[src/rtl/mdio_pkg.sv]
package mdio_pkg;
  localparam int unsigned DATA_W   = 32;
  localparam int unsigned PRE_LEN  = 32;
  localparam int unsigned BIT_CNT  = PRE_LEN + DATA_W;
  localparam int unsigned IDX_W    = $clog2(BIT_CNT);
  localparam int unsigned RD_W     = 16;
  localparam int unsigned TA_IDX   = BIT_CNT - RD_W - 2;
  localparam int unsigned RD_IDX   = BIT_CNT - RD_W;
  localparam int unsigned SEL_BIT  = 16;

  typedef enum logic [1:0] {
    REG_SPEED = 2'd0,
    REG_FRAME = 2'd1,
    REG_EVENT = 2'd2
  } reg_idx_e;

  localparam logic [1:0] OP_READ = 2'b10;
endpackage

[src/rtl/mdio_clkdiv.sv]
module mdio_clkdiv #(
  parameter int unsigned RATIO_W = 6
) (
  input  logic               clk_i,
  input  logic               rst_ni,
  input  logic               run_i,
  input  logic [RATIO_W-1:0] ratio_i,
  output logic               mdc_o,
  output logic               rise_o,
  output logic               fall_o
);
  logic [RATIO_W-1:0] cnt_q;
  logic               mdc_q;
  logic               tick;

  assign tick   = run_i && (ratio_i != '0) && (cnt_q >= ratio_i);
  assign rise_o = tick && !mdc_q;
  assign fall_o = tick && mdc_q;
  assign mdc_o  = mdc_q;

  always_ff @(posedge clk_i or negedge rst_ni) begin
    if (!rst_ni) begin
      cnt_q <= '0;
      mdc_q <= 1'b0;
    end else if (!run_i) begin
      cnt_q <= '0;
      mdc_q <= 1'b0;
    end else if (ratio_i != '0) begin
      if (tick) begin
        cnt_q <= '0;
        mdc_q <= !mdc_q;
      end else begin
        cnt_q <= cnt_q + 1'b1;
      end
    end
  end
endmodule

[src/rtl/mdio_shifter.sv]
module mdio_shifter
  import mdio_pkg::*;
(
  input  logic              clk_i,
  input  logic              rst_ni,
  input  logic              start_i,
  input  logic              rise_i,
  input  logic              fall_i,
  input  logic [DATA_W-1:0] frame_i,
  input  logic              din_i,
  output logic              busy_o,
  output logic              mdo_o,
  output logic              oe_o,
  output logic              done_o,
  output logic              is_read_o,
  output logic [RD_W-1:0]   rd_data_o
);
  logic [IDX_W-1:0] idx_q;
  logic             busy_q;
  logic [RD_W-1:0]  rd_q;
  logic             last;

  assign is_read_o = (frame_i[29:28] == OP_READ);
  assign last      = (idx_q == IDX_W'(BIT_CNT - 1));
  assign busy_o    = busy_q;
  assign done_o    = busy_q && fall_i && last;
  assign rd_data_o = rd_q;

  // Frame bits come from the live register: a rewrite alters the tail.
  always_comb begin
    if (idx_q < IDX_W'(PRE_LEN)) mdo_o = 1'b1;
    else mdo_o = frame_i[~idx_q[$clog2(DATA_W)-1:0]];
    oe_o = busy_q && !(is_read_o && idx_q >= IDX_W'(TA_IDX));
  end

  always_ff @(posedge clk_i or negedge rst_ni) begin
    if (!rst_ni) begin
      idx_q  <= '0;
      busy_q <= 1'b0;
      rd_q   <= '0;
    end else if (!busy_q) begin
      if (start_i) begin
        busy_q <= 1'b1;
        idx_q  <= '0;
      end
    end else begin
      if (rise_i && idx_q >= IDX_W'(RD_IDX)) rd_q <= {rd_q[RD_W-2:0], din_i};
      if (fall_i) begin
        if (last) busy_q <= 1'b0;
        idx_q <= idx_q + 1'b1;
      end
    end
  end
endmodule

[src/rtl/mdio_route.sv]
module mdio_route (
  input  logic sel_ext_i,
  input  logic mdo_i,
  input  logic oe_i,
  output logic din_o,
  output logic int_o,
  output logic int_oe_o,
  input  logic int_i,
  output logic ext_o,
  output logic ext_oe_o,
  input  logic ext_i
);
  always_comb begin
    int_o    = sel_ext_i ? 1'b1 : mdo_i;
    int_oe_o = !sel_ext_i && oe_i;
    ext_o    = sel_ext_i ? mdo_i : 1'b1;
    ext_oe_o = sel_ext_i && oe_i;
    din_o    = sel_ext_i ? ext_i : int_i;
  end
endmodule

[src/rtl/mdio_master.sv]
module mdio_master
  import mdio_pkg::*;
#(
  parameter int unsigned RATIO_W = 6
) (
  input  logic              clk_i,
  input  logic              rst_ni,
  input  logic              bus_we_i,
  input  logic [1:0]        bus_addr_i,
  input  logic [DATA_W-1:0] bus_wdata_i,
  output logic [DATA_W-1:0] bus_rdata_o,
  output logic              mdc_o,
  output logic              int_mdio_o,
  output logic              int_mdio_oe_o,
  input  logic              int_mdio_i,
  output logic              ext_mdio_o,
  output logic              ext_mdio_oe_o,
  input  logic              ext_mdio_i,
  output logic              irq_o
);
  logic [RATIO_W-1:0] ratio_q;
  logic               sel_q;
  logic [DATA_W-1:0]  frame_q;
  logic               pending_q, done_q, mask_q;
  logic               busy, start, rise, fall, done, is_read, mdo, oe, din;
  logic [RD_W-1:0]    rd_data;
  logic               wr_speed, wr_frame, wr_event;

  assign wr_speed = bus_we_i && bus_addr_i == REG_SPEED;
  assign wr_frame = bus_we_i && bus_addr_i == REG_FRAME;
  assign wr_event = bus_we_i && bus_addr_i == REG_EVENT;
  assign start    = pending_q && (ratio_q != '0) && !busy;
  assign irq_o    = done_q && mask_q;

  always_ff @(posedge clk_i or negedge rst_ni) begin
    if (!rst_ni) begin
      ratio_q   <= '0;
      sel_q     <= 1'b0;
      frame_q   <= '0;
      pending_q <= 1'b0;
      done_q    <= 1'b0;
      mask_q    <= 1'b0;
    end else begin
      if (wr_speed) begin
        ratio_q <= bus_wdata_i[RATIO_W-1:0];
        sel_q   <= bus_wdata_i[SEL_BIT];
      end
      if (wr_frame) frame_q <= bus_wdata_i;
      else if (done && is_read) frame_q[RD_W-1:0] <= rd_data;
      if (wr_frame && !busy) pending_q <= 1'b1;
      else if (start) pending_q <= 1'b0;
      if (done) done_q <= 1'b1;
      else if (wr_event && bus_wdata_i[0]) done_q <= 1'b0;
      if (wr_event) mask_q <= bus_wdata_i[1];
    end
  end

  always_comb begin
    case (bus_addr_i)
      REG_SPEED: bus_rdata_o = {15'd0, sel_q, 16'(ratio_q)};
      REG_FRAME: bus_rdata_o = frame_q;
      REG_EVENT: bus_rdata_o = {30'd0, mask_q, done_q};
      default:   bus_rdata_o = '0;
    endcase
  end

  mdio_clkdiv #(.RATIO_W(RATIO_W)) i_clkdiv (
    .clk_i, .rst_ni, .run_i(busy), .ratio_i(ratio_q),
    .mdc_o, .rise_o(rise), .fall_o(fall)
  );

  mdio_shifter i_shifter (
    .clk_i, .rst_ni, .start_i(start), .rise_i(rise), .fall_i(fall),
    .frame_i(frame_q), .din_i(din), .busy_o(busy), .mdo_o(mdo), .oe_o(oe),
    .done_o(done), .is_read_o(is_read), .rd_data_o(rd_data)
  );

  mdio_route i_route (
    .sel_ext_i(sel_q), .mdo_i(mdo), .oe_i(oe), .din_o(din),
    .int_o(int_mdio_o), .int_oe_o(int_mdio_oe_o), .int_i(int_mdio_i),
    .ext_o(ext_mdio_o), .ext_oe_o(ext_mdio_oe_o), .ext_i(ext_mdio_i)
  );
endmodule

[config.mk]
export PLATFORM = sky130hd
export DESIGN_NAME = mdio_master
export DESIGN_NICKNAME = d
export VERILOG_FILES = /design/src/rtl/mdio_pkg.sv /design/src/rtl/mdio_clkdiv.sv /design/src/rtl/mdio_shifter.sv /design/src/rtl/mdio_route.sv /design/src/rtl/mdio_master.sv
export SDC_FILE = /design/constraint.sdc
export NUM_CORES = 1
export LEC_CHECK = 0
export CAP_MARGIN = 25
export CORE_UTILIZATION = 56
export CTS_CLUSTER_SIZE = 28
export DETAILED_ROUTE_END_ITERATION = 8
export GPL_TIMING_DRIVEN = 0
export PLACE_DENSITY_LB_ADDON = 0.25
export SYNTH_ARGS = -nofsm -noshare
export SYNTH_HDL_FRONTEND = slang
export SYNTH_SLANG_ARGS = --single-unit
[constraint.sdc]
create_clock -name clk_i -period 6.6 [get_ports clk_i]
set_clock_uncertainty 0.1 [all_clocks]
set_input_delay 1.32 -clock clk_i [delete_from_list [all_inputs] [get_ports clk_i]]
set_output_delay 1.32 -clock clk_i [all_outputs]
set_load 0.005 [all_outputs]
# Word-level counts from Yosys, hierarchy flattened
# Cells that the tools add are included.
[op_classes] bitwise=1 addsub=2 muxes=26 shift=0 eq_ne=7 reduce_logical=33 div=0 magnitude_cmp=5 multipliers=0
[op_table] op="$pmux W32 S3" n=1
[op_table] op="$mux W6" n=6
[op_table] op="$mux W16" n=2
[op_table] op="$logic_and A1 B1 Y1" n=20
[op_table] op="$mux W1" n=16
[op_table] op="$add A6 B1 Y6 const B" n=2
[op_table] op="$ge A6 B6 Y1 const B" n=2
[op_table] op="$reduce_bool A2 Y1" n=4
[op_table] op="$eq A6 B6 Y1 const B" n=1
[op_table] op="$ge A6 B6 Y1" n=1
[op_table] op="$lt A5 B6 Y1 const B" n=1
[op_table] op="$lt A6 B6 Y1 const B" n=1
[op_table] op="$reduce_and A2 Y1" n=3
[op_table] op="$reduce_bool A6 Y1" n=1
[op_table] op="$bmux W1 S5" n=1
[op_table] op="$not A5 Y5" n=1
[op_table] op="$eq A2 B2 Y1 const B" n=2
[op_table] op="$logic_not A1 Y1" n=4
[op_table] op="$ne A2 B2 Y1 const B" n=2
[op_table] op="$eq A2 B1 Y1 const B" n=1
[op_table] op="$logic_not A2 Y1" n=1
[op_table] op="$ne A2 B1 Y1 const B" n=1
[totals] latch_bits=0 inputBits=39 mem_bits_ro=0 wordCells=86 register_bits=72 mem_count=0 out_inout_bits=38 ramBits=0

# Longest topological paths before layout
# Gate-level depths: netlist of the first run.
[depth] ltp_word=9 depth_mapped=8 ltp_nobuf=7

# Cells and area by module
# A second synthesis of the first run with hierarchy kept.
[hier_totals] cells_unflattened=380 hier_area_um2=4135.2
[modules_own_cells] module="mdio_master" instances=1 cells_per_inst=180 seq_area_each_um2=1051.0 area_per_inst_um2=2092.0
[modules_own_cells] module="mdio_shifter" instances=1 cells_per_inst=125 seq_area_each_um2=575.6 area_per_inst_um2=1386.3
[modules_own_cells] module="mdio_clkdiv" instances=1 cells_per_inst=70 seq_area_each_um2=175.2 area_per_inst_um2=613.1
[modules_own_cells] module="mdio_route" instances=1 cells_per_inst=5 seq_area_each_um2=0.0 area_per_inst_um2=43.8

# Worst setup path after synthesis of the first run
# OpenSTA, ideal clock, no wires.
[synth_timing] path_type="input to output" from="input port bus_addr_i[0]" to="output port bus_rdata_o[0]" cell_stages=3 n_path_buf=1 arrival_ps=2001 required_time_ps=5180 path_slack_ps=3179 path_cell_list="clkbuf_1 mux2i_1 o21ai_0"
[synth_via] elab_chain_cells=2 word_cells_on_any_way=4 cone_classes="2 x eq/ne; 1 x mux; 1 x reduce/logical"
[synth_lines] element="start: declaration" line_no="mdio_master.sv:9" source="input logic [1:0] bus_addr_i,"
[synth_lines] element="$eq A2 B2 Y1, or another cell as far along" line_no="mdio_master.sv:59" source="case (bus_addr_i)"
[synth_lines] element="$pmux W32 S3 *" line_no="mdio_master.sv:59"
[synth_lines] element="end: declaration" line_no="mdio_master.sv:11" source="output logic [DATA_W-1:0] bus_rdata_o,"
# Every way passes the cells marked *; elsewhere a longest branch is shown, timed or not.

# Final worst setup path of the first run
[layout_timing] from="input port bus_addr_i[0]" to="output port bus_rdata_o[19]"
# The elaborated chain is that of the path after synthesis.

==> summary.txt, run 1 <==
Bufs on Longest Clock Path - 2
# rows - 30
Worst path required time - 5180 ps
Syn Inst Count - 399
Post-synthesis cell area - 0.00402 mm²
Pwr Density - 287 mW/mm²
RSZ-0062 raised after global routing - no
Outcome - completed
Relative slew slack - 39.8%
Area Overhead vs Synth - 27.3%
# IOs - 77
CTS H-tree lvls - 3
Xor and xnor area share after synthesis - 0.218%
Fmax - 0.211 GHz
Peak supply drop - 0.177 mV
Final setup TNS - 0 ps
Main combinational cell family by area after synthesis - simple AND/OR/NAND/NOR gates
Syn_area_per_cell - 10.1 µm²
Vias per inst - 5.76
Antenna viol nets, final - 0
Vias in the first global route - 3,391
DP Worst Slack - 1840 ps
Tightest Pin Transition - 903 ps
Clk Latency, worst-skew pair - 350 ps
Period utilisation layout - 71.9%
Area of the multi-input gates - 0.00205 mm²
Clk slew on worst S/H paths - 70 ps
Drt first pass iters - 5
Die H - 86.7 µm
TritonCTS Buffers - 9
Initial antenna violation count - 0
Final worst path period need - 4750 ps
Post-synthesis register bit count - 72
Die area - 0.00751 mm²
Max_cap viols - 0
Static leakage - 2.18 nW
Root Buffer - clkbuf_8
Routed wire length - 9890 µm
Hpwl dp - 7260 µm
Total congestion overflow - 0
Total track usage - 28.9%
Final Net Count - 533
Commonest non-fill, non-tap cell in the layout - clkdlybuf4s50_1
FILL cells - 496
# port buffers - 76
Worst setup SP type - input pin
Share of cells above drive strength 1 - 14.9%
Register area - 0.00180 mm²
Global-route wire length before repair - 16,400 µm
CP endpoint kind - output port
Max FO, Critical Path - 10
Synth Net Count - 446
CTS tree - done
Synth Area in Compound Gates - 10.7%
DRT iter0 DRCs - 271
Synth Flop Type - dfrtp_1
Largest net degree at the start of global routing - 73
CTS Hold Bufs - 0
Asr flop ratio synth - 100%
Synthesis Warnings - 0
Max-slew violation count - 0
Mux contribution to synthesized area - 17.7%
RD Place Congestion - 0.872
CP Data Arrival Time - 3330 ps
Final Hold Fails - 0
Post-synth EDFFs - 0
Placed Cells - 571
Clock sinks - 72
Setup ws final - 1850 ps
Unique masters post-synth - 48
Synth Area in Adders - 2.49%
Routed len/inst - 16.9 µm
Kind of critical path - in -> out
Simple-Gate Fraction of Synth Area - 20.0%
Commonest cells after routing, fill and taps aside - 75 x clkdlybuf4s50_1, 72 x dfrtp_1, 36 x mux2_2, 30 x o21ai_0, 28 x nand2_1
Hold Crit Class - reg -> reg
Drt drc - 0
Cell Count, Final, Fillers Out - 587
Setup-failing EPs final - 0
Core area - 0.00687 mm²
# diodes - 0
Initial Util - 58.5%
Register area share after synthesis - 44.9%
Post-CTS setup buffer count - 0
Vias - 3,380
Chip Width - 86.7 µm
Post-CTS Resized - 0
## metal layers
layer | global-route usage (%) | part of all wire, % | vias to the layer above
li1 | - | - | 1611
met1 | 38.6 | 43 | 1652
met2 | 46.2 | 49 | 104
met3 | 5.33 | 5.8 | 13
met4 | 12.7 | 1.8 | 0
met5 | 0 | 0 | -
## worst paths after layout
| check | slack, ps | from | to | cells past startpoint |
|---|---|---|---|---|
| worst max register to register | 3810 | ratio_q[0]$_DFFE_PN0P_ | i_shifter.rd_data_o[11]$_DFFE_PN0P_ | 7 |
| max in group asynchronous | 4820 | rst_ni | i_shifter.rd_data_o[11]$_DFFE_PN0P_ | 1 |
| worst min register to register | 420 | i_shifter.rd_data_o[15]$_DFFE_PN0P_ | i_shifter.rd_data_o[15]$_DFFE_PN0P_ | 1 |
| worst min-delay path | 420 | i_shifter.rd_data_o[15]$_DFFE_PN0P_ | i_shifter.rd_data_o[15]$_DFFE_PN0P_ | 1 |
| min in group asynchronous | 990 | rst_ni | sel_q$_DFFE_PN0P_ | 1 |
| worst max-delay path | 1850 | bus_addr_i[0] | bus_rdata_o[19] | 5 |
## cell usage after synthesis, types with 4 or more instances
library cell / count / area share, %
and3_1: 17 / 2.6
nor3_1: 5 / 0.62
a31oi_1: 18 / 2.8
nor2_1: 26 / 2.4
inv_1: 12 / 1.1
mux2_2: 36 / 10
nand3_1: 21 / 2.6
mux2i_1: 17 / 4.2
a21oi_1: 6 / 0.75
o21ai_0: 30 / 3.7
mux4_2: 6 / 3.4
nand2_1: 28 / 2.6
dfrtp_1: 72 / 45
nand3b_1: 4 / 0.75
ha_1: 8 / 2.5
buf_2: 4 / 0.50
clkbuf_1: 19 / 1.8
and2_1: 26 / 4.0
## critical path, stage by stage
cell and delay (ps):
clkdlybuf4s50_1 470, nor2b_1 460, clkbuf_1 370, and2_1 190, clkdlybuf4s50_1 510
## kinds of logic (layout without fill, tap and decap cells)
logic type               count (synthesis)  after routing
AO/OA/AOI/OAI                           70             70
buffers and inverters                   39            131
flip-flops                              72             72
adder cells (fa/ha/maj)                  8              8
AND/OR/NAND/NOR                        150            150
XOR/XNOR                                 1              1
multiplexers                            59             59
## through the flow
stage	hold slack (ps)	cell area (µm²)	utilization, %	total power, mW
floorplan	373	4020	-	0.902
global placement	396	4900	71.3	1.07
detailed placement	409	4890	71.3	1.09
CTS	426	5110	74.4	1.46
global route	444	5110	74.4	1.55
finish	421	5110	74.4	1.47
## flip-flops by register name (all words and copies together) (netlist names), 6 cells and up
register and count:
frame_q 32, ratio_q 6, i_clkdiv.cnt_q 6, i_shifter.idx_q 6
i_shifter.rd_data_o 16
## power by group
part	internal, mW	total (mW)	switching (mW)	leakage [nW]
Clock	0.216	0.378	0.162	0.113
Combinational	0.237	0.505	0.268	1.18
Sequential	0.513	0.584	0.0715	0.887
Total	0.966	1.47	0.501	2.18
## area by class of cell
type	count	area share [%]
clock inverter	2	0.685
multi-input combinational	288	40.1
buffer	27	2.30
sequential	72	35.2
inverter	12	0.881
clock buffer	14	3.57
timing repair buffer	76	14.8
tap	96	2.35
Note: power is estimated with default switching activity, not from simulation.
==> run 2: changes to the inputs <==
Settings changed: CORE_UTILIZATION 56 to 47.
Clock period 6.6 ns to 4 ns, I/O delays scaled along.
==> summary.txt, run 2 (synthesized netlist as in run 1, its figures left out) <==
Total congestion overflow - 0 (unchanged)
Final worst path period need - 3750 ps
Setup-failing EPs final - 0 (unchanged)
R2R Setup Slk - 1120 ps (was 3810 ps)
Post-CTS setup buffer count - 0 (unchanged)
Share of cells above drive strength 1 - 14.7% (was 14.9%)
# port buffers - 76 (unchanged)
Fmax - 0.266 GHz
Commonest non-fill, non-tap cell in the layout - clkdlybuf4s50_1 (unchanged)
Worst hold start - i_shifter.rd_data_o[15]$_DFFE_PN0P_ (unchanged)
Tightest Pin Transition - 911 ps (was 903 ps)
Initial Util - 48.6% (was 58.5%)
Routed wire length - 9840 µm (was 9890 µm)
Final Net Count - 533 (unchanged)
Hpwl dp - 7340 µm (was 7260 µm)
Hold Crit Class - reg -> reg (unchanged)
RD Place Congestion - 0.903 (was 0.872)
Global-route wire length before repair - 15,800 µm (was 16,400 µm)
Max_cap viols - 0 (unchanged)
TritonCTS Buffers - 9 (unchanged)
Total track usage - 23.7% (was 28.9%)
Largest net degree at the start of global routing - 73 (unchanged)
R2r endpoint - i_shifter.rd_data_o[9]$_DFFE_PN0P_ (was i_shifter.rd_data_o[11]$_DFFE_PN0P_)
Clk slew on worst S/H paths - 70 ps (about the same)
# rows - 33 (was 30)
Pwr Density - 454 mW/mm² (was 287 mW/mm²)
Die area - 0.00892 mm² (was 0.00751 mm²)
Relative slew slack - 39.3% (was 39.8%)
Drt drc - 0 (unchanged)
CP endpoint kind - output port (unchanged)
Clock sinks - 72 (unchanged)
Vias - 3,373 (was 3,380)
DRT iter0 DRCs - 250 (was 271)
RSZ-0062 raised after global routing - no (unchanged)
Final instance area - 0.00508 mm² (was 0.00511 mm²)
Placed Cells - 580 (was 571)
CP Data Arrival Time - 2850 ps (was 3330 ps)
# IOs - 77 (unchanged)
Kind of critical path - in -> out (unchanged)
Routed len/inst - 16.5 µm (was 16.9 µm)
Most flop-heavy register - frame_q (unchanged)
Final Hold Fails - 0 (unchanged)
Static leakage - 2.15 nW (was 2.18 nW)
Chip Width - 94.4 µm (was 86.7 µm)
Max-slew violation count - 0 (unchanged)
Vias in the first global route - 3,319 (was 3,391)
Commonest cells after routing, fill and taps aside - 75 x clkdlybuf4s50_1, 72 x dfrtp_1, 36 x mux2_2, 30 x o21ai_0, 28 x nand2_1 (unchanged)
Initial antenna violation count - 0 (unchanged)
R2R depth - 8 (was 7)
Post-layout util - 61.5% (was 74.4%)
Die H - 94.4 µm (was 86.7 µm)
Critical R2R Launch - ratio_q[5]$_DFFE_PN0P_ (was ratio_q[0]$_DFFE_PN0P_)
Period utilisation layout - 93.8%
Worst setup SP type - input pin (unchanged)
# diodes - 0 (unchanged)
Dpl cell area - 0.00491 mm² (was 0.00489 mm²)
Drt first pass iters - 5 (unchanged)
CTS H-tree lvls - 3 (unchanged)
Post-CTS Resized - 0 (unchanged)
CTS tree - done (unchanged)
Antenna viol nets, final - 0 (unchanged)
Root Buffer - clkbuf_8 (unchanged)
Worst path required time - 3100 ps (was 5180 ps)
Hold Path Depth - 1 (unchanged)
Cell Count, Final, Fillers Out - 595 (was 587)
Bufs on Longest Clock Path - 2 (unchanged)
Worst-case hold path end point - i_shifter.rd_data_o[15]$_DFFE_PN0P_ (unchanged)
Vias per inst - 5.67 (was 5.76)
Final setup TNS - 0 ps (unchanged)
Area Overhead vs Synth - 26.4% (was 27.3%)
Max FO, Critical Path - 10 (unchanged)
Peak supply drop - 0.209 mV (was 0.177 mV)
Core area - 0.00826 mm² (was 0.00687 mm²)
CTS Hold Bufs - 0 (unchanged)
Max reg flops - 32 (unchanged)
Outcome - completed (unchanged)
Clk Latency, worst-skew pair - 360 ps (was 350 ps)
run 2: cell types whose count changed in the layout (fill, tap and decap cells not counted), sizes merged:
cell / before / now
clkinvlp: 0 / 1
bufinv: 1 / 0
clkbuf: 33 / 31
clkinv: 1 / 2
run 2: cell type report:
cell class,instances,area (µm²)
Buffer,27,118
Clock buffer,12,155
Clock inverter,3,17.5
Fill cell,735,3180
Inverter,12,45.0
Multi-Input combinational cell,288,2050
Sequential cell,72,1800
Tap cell,105,131
Timing Repair Buffer,76,758
run 2: report_power, final:
part	leakage (nW)	switching [mW]	internal (mW)	total [mW]
clock network	0.0882	0.264	0.253	0.518
registers	0.887	0.114	0.846	0.959
logic	1.18	0.439	0.391	0.830
total	2.15	0.817	1.49	2.31
run 2: how the worst max path moves through the flow:
stage / start / endpoint / slack (ps) / cells after the start
after floorplan: i_shifter.idx_q[1]$_DFFE_PN0P_ / ext_mdio_o / 1550 / 5
after global placement: rst_ni / i_shifter.rd_data_o[12]$_DFFE_PN0P_ / -430 / 1
after detailed placement: bus_addr_i[0] / bus_rdata_o[9] / 220 / 5
after CTS: bus_addr_i[0] / bus_rdata_o[9] / 220 / 5
after global routing: bus_addr_i[0] / bus_rdata_o[9] / 120 / 5
final: bus_addr_i[0] / bus_rdata_o[9] / 250 / 5
run 2: metrics by stage:
step	setup slack, ps	hold WS, ps	total power [mW]
floorplan	1550	373	1.49
global placement	-428	393	1.77
detailed placement	223	401	1.80
CTS	224	417	2.31
global route	117	438	2.45
finish	248	410	2.31
run 2: critical path: stages:
cell and delay, ps:
clkdlybuf4s50_1 470, nor2b_1 470, clkbuf_1 390, and2_1 210, clkdlybuf4s50_1 500
run 2: routing by layer:
| layer | track usage (%) | vias to the layer above | share of wire [%] |
|---|---|---|---|
| li1 | - | 1615 | - |
| met1 | 30.6 | 1644 | 44 |
| met2 | 39.4 | 94 | 49 |
| met3 | 4.19 | 20 | 4.9 |
| met4 | 9.74 | 0 | 2.3 |
| met5 | 0 | - | 0 |
==> run 3: changes to the inputs <==
Settings changed: SETUP_SLACK_MARGIN from default to 0.05.
==> results of run 3 <==
Same layout as run 2: the final DEF is identical, and so are final timing and power.
